$ cat src/rtl/cascade_dfa_matcher.sv
module cascade_dfa_matcher #(
  parameter int MS_W  = 4,
  parameter int CLS_W = 4,
  parameter int SS_W  = 3,
  parameter int SYM_W = 3,
  parameter int MV_W  = 2,
  localparam int MA_W   = MS_W + CLS_W,
  localparam int SA_W   = SS_W + SYM_W,
  localparam int AW0    = (MA_W > 8) ? MA_W : 8,
  localparam int CFG_AW = (SA_W > AW0) ? SA_W : AW0,
  localparam int DW0    = (CLS_W > MS_W) ? CLS_W : MS_W,
  localparam int DW1    = (SYM_W > DW0) ? SYM_W : DW0,
  localparam int DW2    = (SS_W > DW1) ? SS_W : DW1,
  localparam int CFG_DW = (MV_W > DW2) ? MV_W : DW2
) (
  input  logic              clk,
  input  logic              rst_n,
  input  logic              cfg_we,
  input  logic [2:0]        cfg_sel,
  input  logic [CFG_AW-1:0] cfg_addr,
  input  logic [CFG_DW-1:0] cfg_data,
  input  logic              in_valid,
  input  logic [7:0]        in_byte,
  output logic              mv_valid,
  output logic [MV_W-1:0]   mv_out
);
  localparam int M_DEPTH = 1 << MA_W;
  localparam int S_DEPTH = 1 << SA_W;

  logic [CLS_W-1:0] cls_tab [256];
  logic [MS_W-1:0]  fr_nxt  [M_DEPTH];
  logic [SYM_W-1:0] fr_sym  [1 << MS_W];
  logic [SS_W-1:0]  bk_nxt  [S_DEPTH];
  logic [MV_W-1:0]  bk_vec  [1 << SS_W];

  logic [MS_W-1:0]  m_st;
  logic [SS_W-1:0]  s_st;
  logic [SYM_W-1:0] sym_q;

  always_ff @(posedge clk) begin
    if (cfg_we) begin
      case (cfg_sel)
        3'd0: cls_tab[cfg_addr[7:0]]      <= cfg_data[CLS_W-1:0];
        3'd1: fr_nxt[cfg_addr[MA_W-1:0]]  <= cfg_data[MS_W-1:0];
        3'd2: fr_sym[cfg_addr[MS_W-1:0]]  <= cfg_data[SYM_W-1:0];
        3'd3: bk_nxt[cfg_addr[SA_W-1:0]]  <= cfg_data[SS_W-1:0];
        3'd4: bk_vec[cfg_addr[SS_W-1:0]]  <= cfg_data[MV_W-1:0];
        default: ;
      endcase
    end
  end

  wire [CLS_W-1:0] cls_w  = cls_tab[in_byte];
  wire [MS_W-1:0]  m_nx   = fr_nxt[{m_st, cls_w}];
  wire [SS_W-1:0]  s_nx   = bk_nxt[{s_st, sym_q}];
  wire [MV_W-1:0]  vec_nx = bk_vec[s_nx];
  wire             adv    = (sym_q != '0);

  always_ff @(posedge clk or negedge rst_n) begin
    if (!rst_n) begin
      m_st     <= '0;
      sym_q    <= '0;
      s_st     <= '0;
      mv_valid <= 1'b0;
      mv_out   <= '0;
    end else begin
      if (in_valid) begin
        m_st  <= m_nx;
        sym_q <= fr_sym[m_nx];
      end else begin
        sym_q <= '0;
      end
      if (adv) s_st <= s_nx;
      mv_valid <= adv && (vec_nx != '0);
      mv_out   <= adv ? vec_nx : '0;
    end
  end

  a_r4_idle_hold: assert property (@(posedge clk) disable iff (!rst_n)
    !in_valid |=> $stable(m_st));
  a_r5_sym_needs_byte: assert property (@(posedge clk) disable iff (!rst_n)
    (sym_q != '0) |-> $past(in_valid));
  a_r6_zero_hold: assert property (@(posedge clk) disable iff (!rst_n)
    (sym_q == '0) |=> $stable(s_st));
  a_r7_strobe_nonzero: assert property (@(posedge clk) disable iff (!rst_n)
    mv_valid |-> (mv_out != '0));
  a_r7_quiet_zero: assert property (@(posedge clk) disable iff (!rst_n)
    !mv_valid |-> (mv_out == '0));
  a_r7_one_cycle: assert property (@(posedge clk) disable iff (!rst_n)
    mv_valid |-> $past(sym_q != '0));
endmodule

$ cat config.mk
export PLATFORM = sky130hd
export DESIGN_NAME = cascade_dfa_matcher
export DESIGN_NICKNAME = d
export VERILOG_FILES = /design/src/rtl/cascade_dfa_matcher.sv
export SDC_FILE = /design/constraint.sdc
export NUM_CORES = 2
export LEC_CHECK = 0
export ABC_CLOCK_PERIOD_IN_PS = 14410
export CAP_MARGIN = 20
export CORE_UTILIZATION = 25
export CTS_CLUSTER_DIAMETER = 200
export DETAILED_ROUTE_END_ITERATION = 10
export DONT_BUFFER_PORTS = 1
export HOLD_SLACK_MARGIN = 0.08
export SLEW_MARGIN = 20
export SYNTH_ARGS = -nofsm -noshare
export SYNTH_HDL_FRONTEND = slang
export SYNTH_SLANG_ARGS = --single-unit
$ cat constraint.sdc
create_clock -name clk -period 14.41 [get_ports clk]
set_input_delay 1.441 -clock clk [delete_from_list [all_inputs] [get_ports clk]]
set_output_delay 1.441 -clock clk [all_outputs]
set_load 0.03 [all_outputs]
# After elaboration in Yosys (flattened, before gate mapping)
# Memories as Yosys holds them, arrays and structs flattened.
# Cells that the tools add are included.
[totals]
regBits = 13
latchBits = 0
ram_bits = 2304
rom_bits = 0
out_inout_bits = 3
memories = 5
[classes]
add_sub_neg = 0
n_mul = 0
div_mod_pow = 0
magnitude_cmp = 0
eq_ne = 4
shifts = 0
muxes = 17
bitwise_logic = 0
n_reduce_logical = 4
[memory_table]
columns = ["name", "words", "word_bits", "read_ports", "rd_clocked_by_memory_dff", "write_ports", "line", "rtl"]
rows = [
  ["cls_tab", 256, 4, 1, 0, 1, "30", "logic [CLS_W-1:0] cls_tab [256];"],
  ["fr_nxt", 256, 4, 1, 0, 1, "31", "logic [MS_W-1:0] fr_nxt [M_DEPTH];"],
  ["bk_nxt", 64, 3, 1, 0, 1, "33", "logic [SS_W-1:0] bk_nxt [S_DEPTH];"],
  ["fr_sym", 16, 3, 1, 0, 1, "32", "logic [SYM_W-1:0] fr_sym [1 << MS_W];"],
  ["bk_vec", 8, 2, 1, 0, 1, "34", "logic [MV_W-1:0] bk_vec [1 << SS_W];"],
]
[op_table]
columns = ["op", "count"]
rows = [
  ["$mux 1", 15],
  ["$eq 3x2->1 const B", 2],
  ["$eq 3x1->1 const B", 1],
  ["$eq 3x3->1 const B", 1],
  ["$logic_not 3->1", 1],
  ["$mux 3", 1],
  ["$reduce_bool 3->1", 1],
  ["$mux 2", 1],
  ["$reduce_bool 2->1", 1],
  ["$logic_and 1x1->1", 1],
]

# Logic depth before layout (Yosys ltp)
[logic_depth]
depth_word = 4
depth_mapped = 28
depth_no_buf = 16

# Worst setup path after synthesis
# OpenSTA, ideal clock, no wires.
[synth_path]
kind = "input port to flip-flop"
start = "input port in_byte[0]"
end = "register sym_q[0]"
setup_time_ps = 132
arrival_time_ps = 5964
path_slack_ps = 8314
stages = 25
cell_sequence = "buf_6 > buf_12 > buf_12 > buf_12 > buf_12 > buf_12 > mux2i_1 > a22oi_1 > a21oi_1 > o41ai_1 > nand4_1 > mux2i_4 > buf_6 > buf_6 > buf_4 > buf_4 > mux4_2 > a22o_1 > a2111oi_0 > a41oi_1 > a211oi_1 > o21bai_1 > inv_1 > nand2_1 > a32oi_1"
[synth_via]
elab_chain_cells = 4
[synth_lines]
columns = ["item", "line", "rtl"]
rows = [
  ["start, declared", "23", "input logic [7:0] in_byte,"],
  ["$mem_v2 256x4 (2 in series)", "--", ""],
  ["$mem_v2 16x3", "--", ""],
  ["$mux 3", "67", "if (in_valid) begin"],
  ["end signal, assigned", "69", "sym_q <= fr_sym[m_nx];"],
  ["end, declared", "38", "logic [SYM_W-1:0] sym_q;"],
]
# Every way passes these cells.
# A chain may end at the register's enable or synchronous reset.

# Worst setup path in the final report
[layout_path]
start = "input port in_byte[2]"
end = "register sym_q[0]"
# Same word-level chain as after synthesis.

==> flow_summary.toml <==
[run_status]
status = "finished with violations"
violations = "max-slew violations"

[critical_path]
arrival_ns = 9.74
max_stage_delay_ns = 0.79
crit_slowest_cell = "o41ai_1"
worstSetupStartpointType = "input pin"
path_delay_family = "simple AND/OR/NAND/NOR gates"
crit_required_ns = 15.14
crit_top_cell = "buf_4"
criticalPathCategory = "in -> reg"
critPathCaptureType = "register"
critical_path_buf_inv_count = 5
crit_chain = "and2_1 -> buf_4 -> a22oi_1 -> a21oi_1 -> o41ai_1 -> nand4_1 -> buf_6 -> mux2i_4 -> buf_12 -> buf_4 -> nor2_2 -> buf_4 -> a32oi_1 -> a31oi_1 -> nor4_1 -> or4_1 -> nand3_1 -> mux2_1 -> o211ai_1 -> a32oi_1"
cp_max_fo = 242

[floorplan]
coreArea_um2 = 370000
die_area_um2 = 375400
io_pins = 30
rows = 223
chipHeight_um = 612.7
die_w_um = 612.7
initial_core_util = 0.2520

[final_layout]
final_util = 0.2860
final_nets = 5214
multi_input_area_um2 = 21860
fin_cells = 10330
diodes = 0
regArea_um2 = 69510
fillerInstances = 36431
area_growth_pct = 13.46
fin_area_um2 = 105800
drive_gt1_frac = 0.1565

[yosys]
synth_xor_area_frac = 0
synth_top_area_share = 0.7420
avgSynthCellArea_um2 = 17.89
yosys-top-cells-area = "edfxtp_1 (74%), mux4_2 (8.1%), mux2i_1 (5.1%)"
synthFlopType = "edfxtp_1"
synth_area_leader_cell = "edfxtp_1"
yosys.area_share.simple = 0.05400
synth_fa_ha_area_frac = 0
ys_types = 93
syn_inst = 5213
synth_top_family_by_area = "multiplexers"
netlist_area_um2 = 93240
async_flop_share = 0.005611
synth-compound-area-share = 0.03738
ys_ff_latch = 2317
synth_edf_count = 2304
yosysWarnings = 0
synth-seq-area-share = 0.7455
synth_fp_nets = 5240
synthMuxAreaShare = 0.1410

[timing]
setup_viol = 0
drv_slew = 92
finalHoldViolations = 0
worstMarginPinSlew_ns = 1.516
fin_crit_ns = 9.008
max_freq_mhz = 111.0
grt_setup_unrepaired = "false"
relSlewSlack = -0.01074
skew_ns = 0.05385
fin_tns_setup_ns = 0
finalCritPeriodShare = 0.6252

[detailed_routing]
first_pass_iters = 8
via_count = 49705
avgViaCountPerCell = 4.812
wirelength_um = 252300
drc_errors = 0
wl_per_cell_um = 24.42
dr.first_iter.drc_count = 5969
antenna_left = 0

[clock_tree]
clk_pin_slew_ns = 0.07
h-tree-depth = 4
cts.sinks = 2317
post_cts_resized = 0
ctsHoldBuffers = 0
cts-root-buf = "clkbuf_16"
cts_buffers = 223
tritoncts = "done"
clockBufferDepth = 3
cts_setup_buffers = 0
clock_latency_ns = 0.86

[power]
leakagePower_uw = 0.03258
power_density_nw_per_um2 = 145.2
vdd_drop_max_mv = 0.1110
power.total_uw = 15370

[job]
timing.max_cap.violations = 0

[global_routing]
grt_pass1_wl_um = 363700
antenna_found_initial = 2
track_usage = 0.1312
grt.overflow.total = 0
grt_max_degree = 601
grt_pass1_vias = 49754

[placement]
dp_hpwl_um = 142200
io_buffers = 0
dpl.cell_count = 9907
gp_congestion = 0.8380
placed_area_um2 = 98240

[hold_path]
hp-class = "in -> async"
## cell usage after synthesis, types with 9 or more instances
master and count:
o211ai_1 15, a21oi_1 103, inv_1 11, o22ai_1 52
mux4_2 336, a211oi_1 22, nand2b_1 18, buf_1 22
buf_4 37, nand4_1 15, and2_1 16, mux2i_1 479
nor2_1 656, nand2_1 320, buf_12 9, a31oi_1 22
buf_2 79, clkbuf_1 143, mux4_1 14, nand3_1 66
a221oi_1 17, nor4_1 11, edfxtp_1 2304, a32o_1 12
buf_6 32, a22oi_1 106, or3_1 10, dfrtp_1 13
o32ai_1 9, buf_8 11, or4_1 9, a32oi_1 27
o21ai_0 26, nor3_1 17, mux2_2 34, nor2b_1 23
## placed cells by master (no fill, tap or decap), types with 8 or more instances in the layout
master / synthesis / layout
a211oi_1: 22 / 22
a21oi_1: 103 / 103
a221oi_1: 17 / 17
a22oi_1: 106 / 106
a31oi_1: 22 / 22
a32o_1: 12 / 12
a32oi_1: 27 / 27
and2_1: 16 / 15
buf_4: 37 / 76
bufinv_16: 0 / 25
clkbuf_1: 143 / 30
clkbuf_16: 0 / 226
clkinv_1: 3 / 54
clkinv_2: 0 / 54
clkinvlp_4: 0 / 10
dfrtp_1: 13 / 11
edfxtp_1: 2304 / 2304
inv_1: 11 / 11
mux2_2: 34 / 34
mux2i_1: 479 / 479
mux4_1: 14 / 14
mux4_2: 336 / 336
nand2_1: 320 / 308
nand2b_1: 18 / 18
nand3_1: 66 / 62
nand4_1: 15 / 15
nor2_1: 656 / 649
nor2b_1: 23 / 20
nor3_1: 17 / 16
nor4_1: 11 / 11
o211ai_1: 15 / 15
o21ai_0: 26 / 26
o22ai_1: 52 / 52
o32ai_1: 9 / 8
or3_1: 10 / 10
or4_1: 9 / 9
## report_power, final
group          switching [uW]  leakage, uW  total (uW)  internal, uW
combinational            1180      0.00809        1930           752
clock                    2590      0.00363        5940          3350
sequential               61.1       0.0209        7500          7430
## layer usage
metal | vias up | GRT usage | wire (um)
li1 | 20706 | - | -
met1 | 26156 | 0.1803 | 104800
met2 | 2416 | 0.2116 | 119000
met3 | 427 | 0.02341 | 21040
met4 | 0 | 0.03809 | 7454
met5 | - | 0 | 0
## worst register-to-register path, delay by kind of cell (launching register included)
| family | cells | cell delay, ns |
|---|---|---|
| AOI/OAI and AO/OA | 7 | 1.90 |
| buffers and inverters | 4 | 1.68 |
| DFF | 1 | 0.33 |
| muxes | 3 | 1.21 |
| and+or+nand+nor | 5 | 2.33 |
## cell families (layout without fill, tap and decap cells)
logic type / after synthesis / after routing
flops: 2317 / 2317
compound gates: 485 / 485
buf+inv: 349 / 516
mux: 865 / 865
simple gates: 1197 / 1197
## final timing paths
check | end | from | cells after the start | slack [ns]
hold reg to reg | s_st[2] | s_st[2] | 1 | 0.60
setup / recovery | sym_q[0] | in_byte[2] | 20 | 5.40
min in group clk | s_st[2] | s_st[2] | 1 | 0.60
max in group asynchronous | sym_q[2] | rst_n | 0 | 14.05
hold / removal | sym_q[1] | rst_n | 0 | 0.27
setup reg to reg | sym_q[0] | cls_tab[153][0] | 19 | 6.83
## registers in the layout (all words and copies together), names as in the netlist
name and flops:
m_st 4, cls_tab 1024, s_st 3, bk_nxt 192, sym_q 3, fr_sym 48, mv_out 2, mv_valid 1
bk_vec 16, fr_nxt 1024
## metrics by stage
| step | hold WS, ns | setup slack (ns) |
|---|---|---|
| finish | 0.2670 | 5.402 |
| global route | 0.2192 | 5.492 |
| CTS | 0.2043 | 6.004 |
| detailed placement | 0.5863 | 5.082 |
| global placement | 0.5875 | 4.620 |
| floorplan | 0.5486 | 8.314 |
## final cells by class
type,instances,area share
Tap cell,4950,0.05854
Clock buffer,262,0.05530
Clock inverter,156,0.01482
Multi-Input combinational cell,2547,0.2066
Timing Repair Buffer,84,0.007179
Sequential cell,2317,0.6571
Inverter,14,0.0004967
No activity file was read; power rests on OpenSTA's default activity.
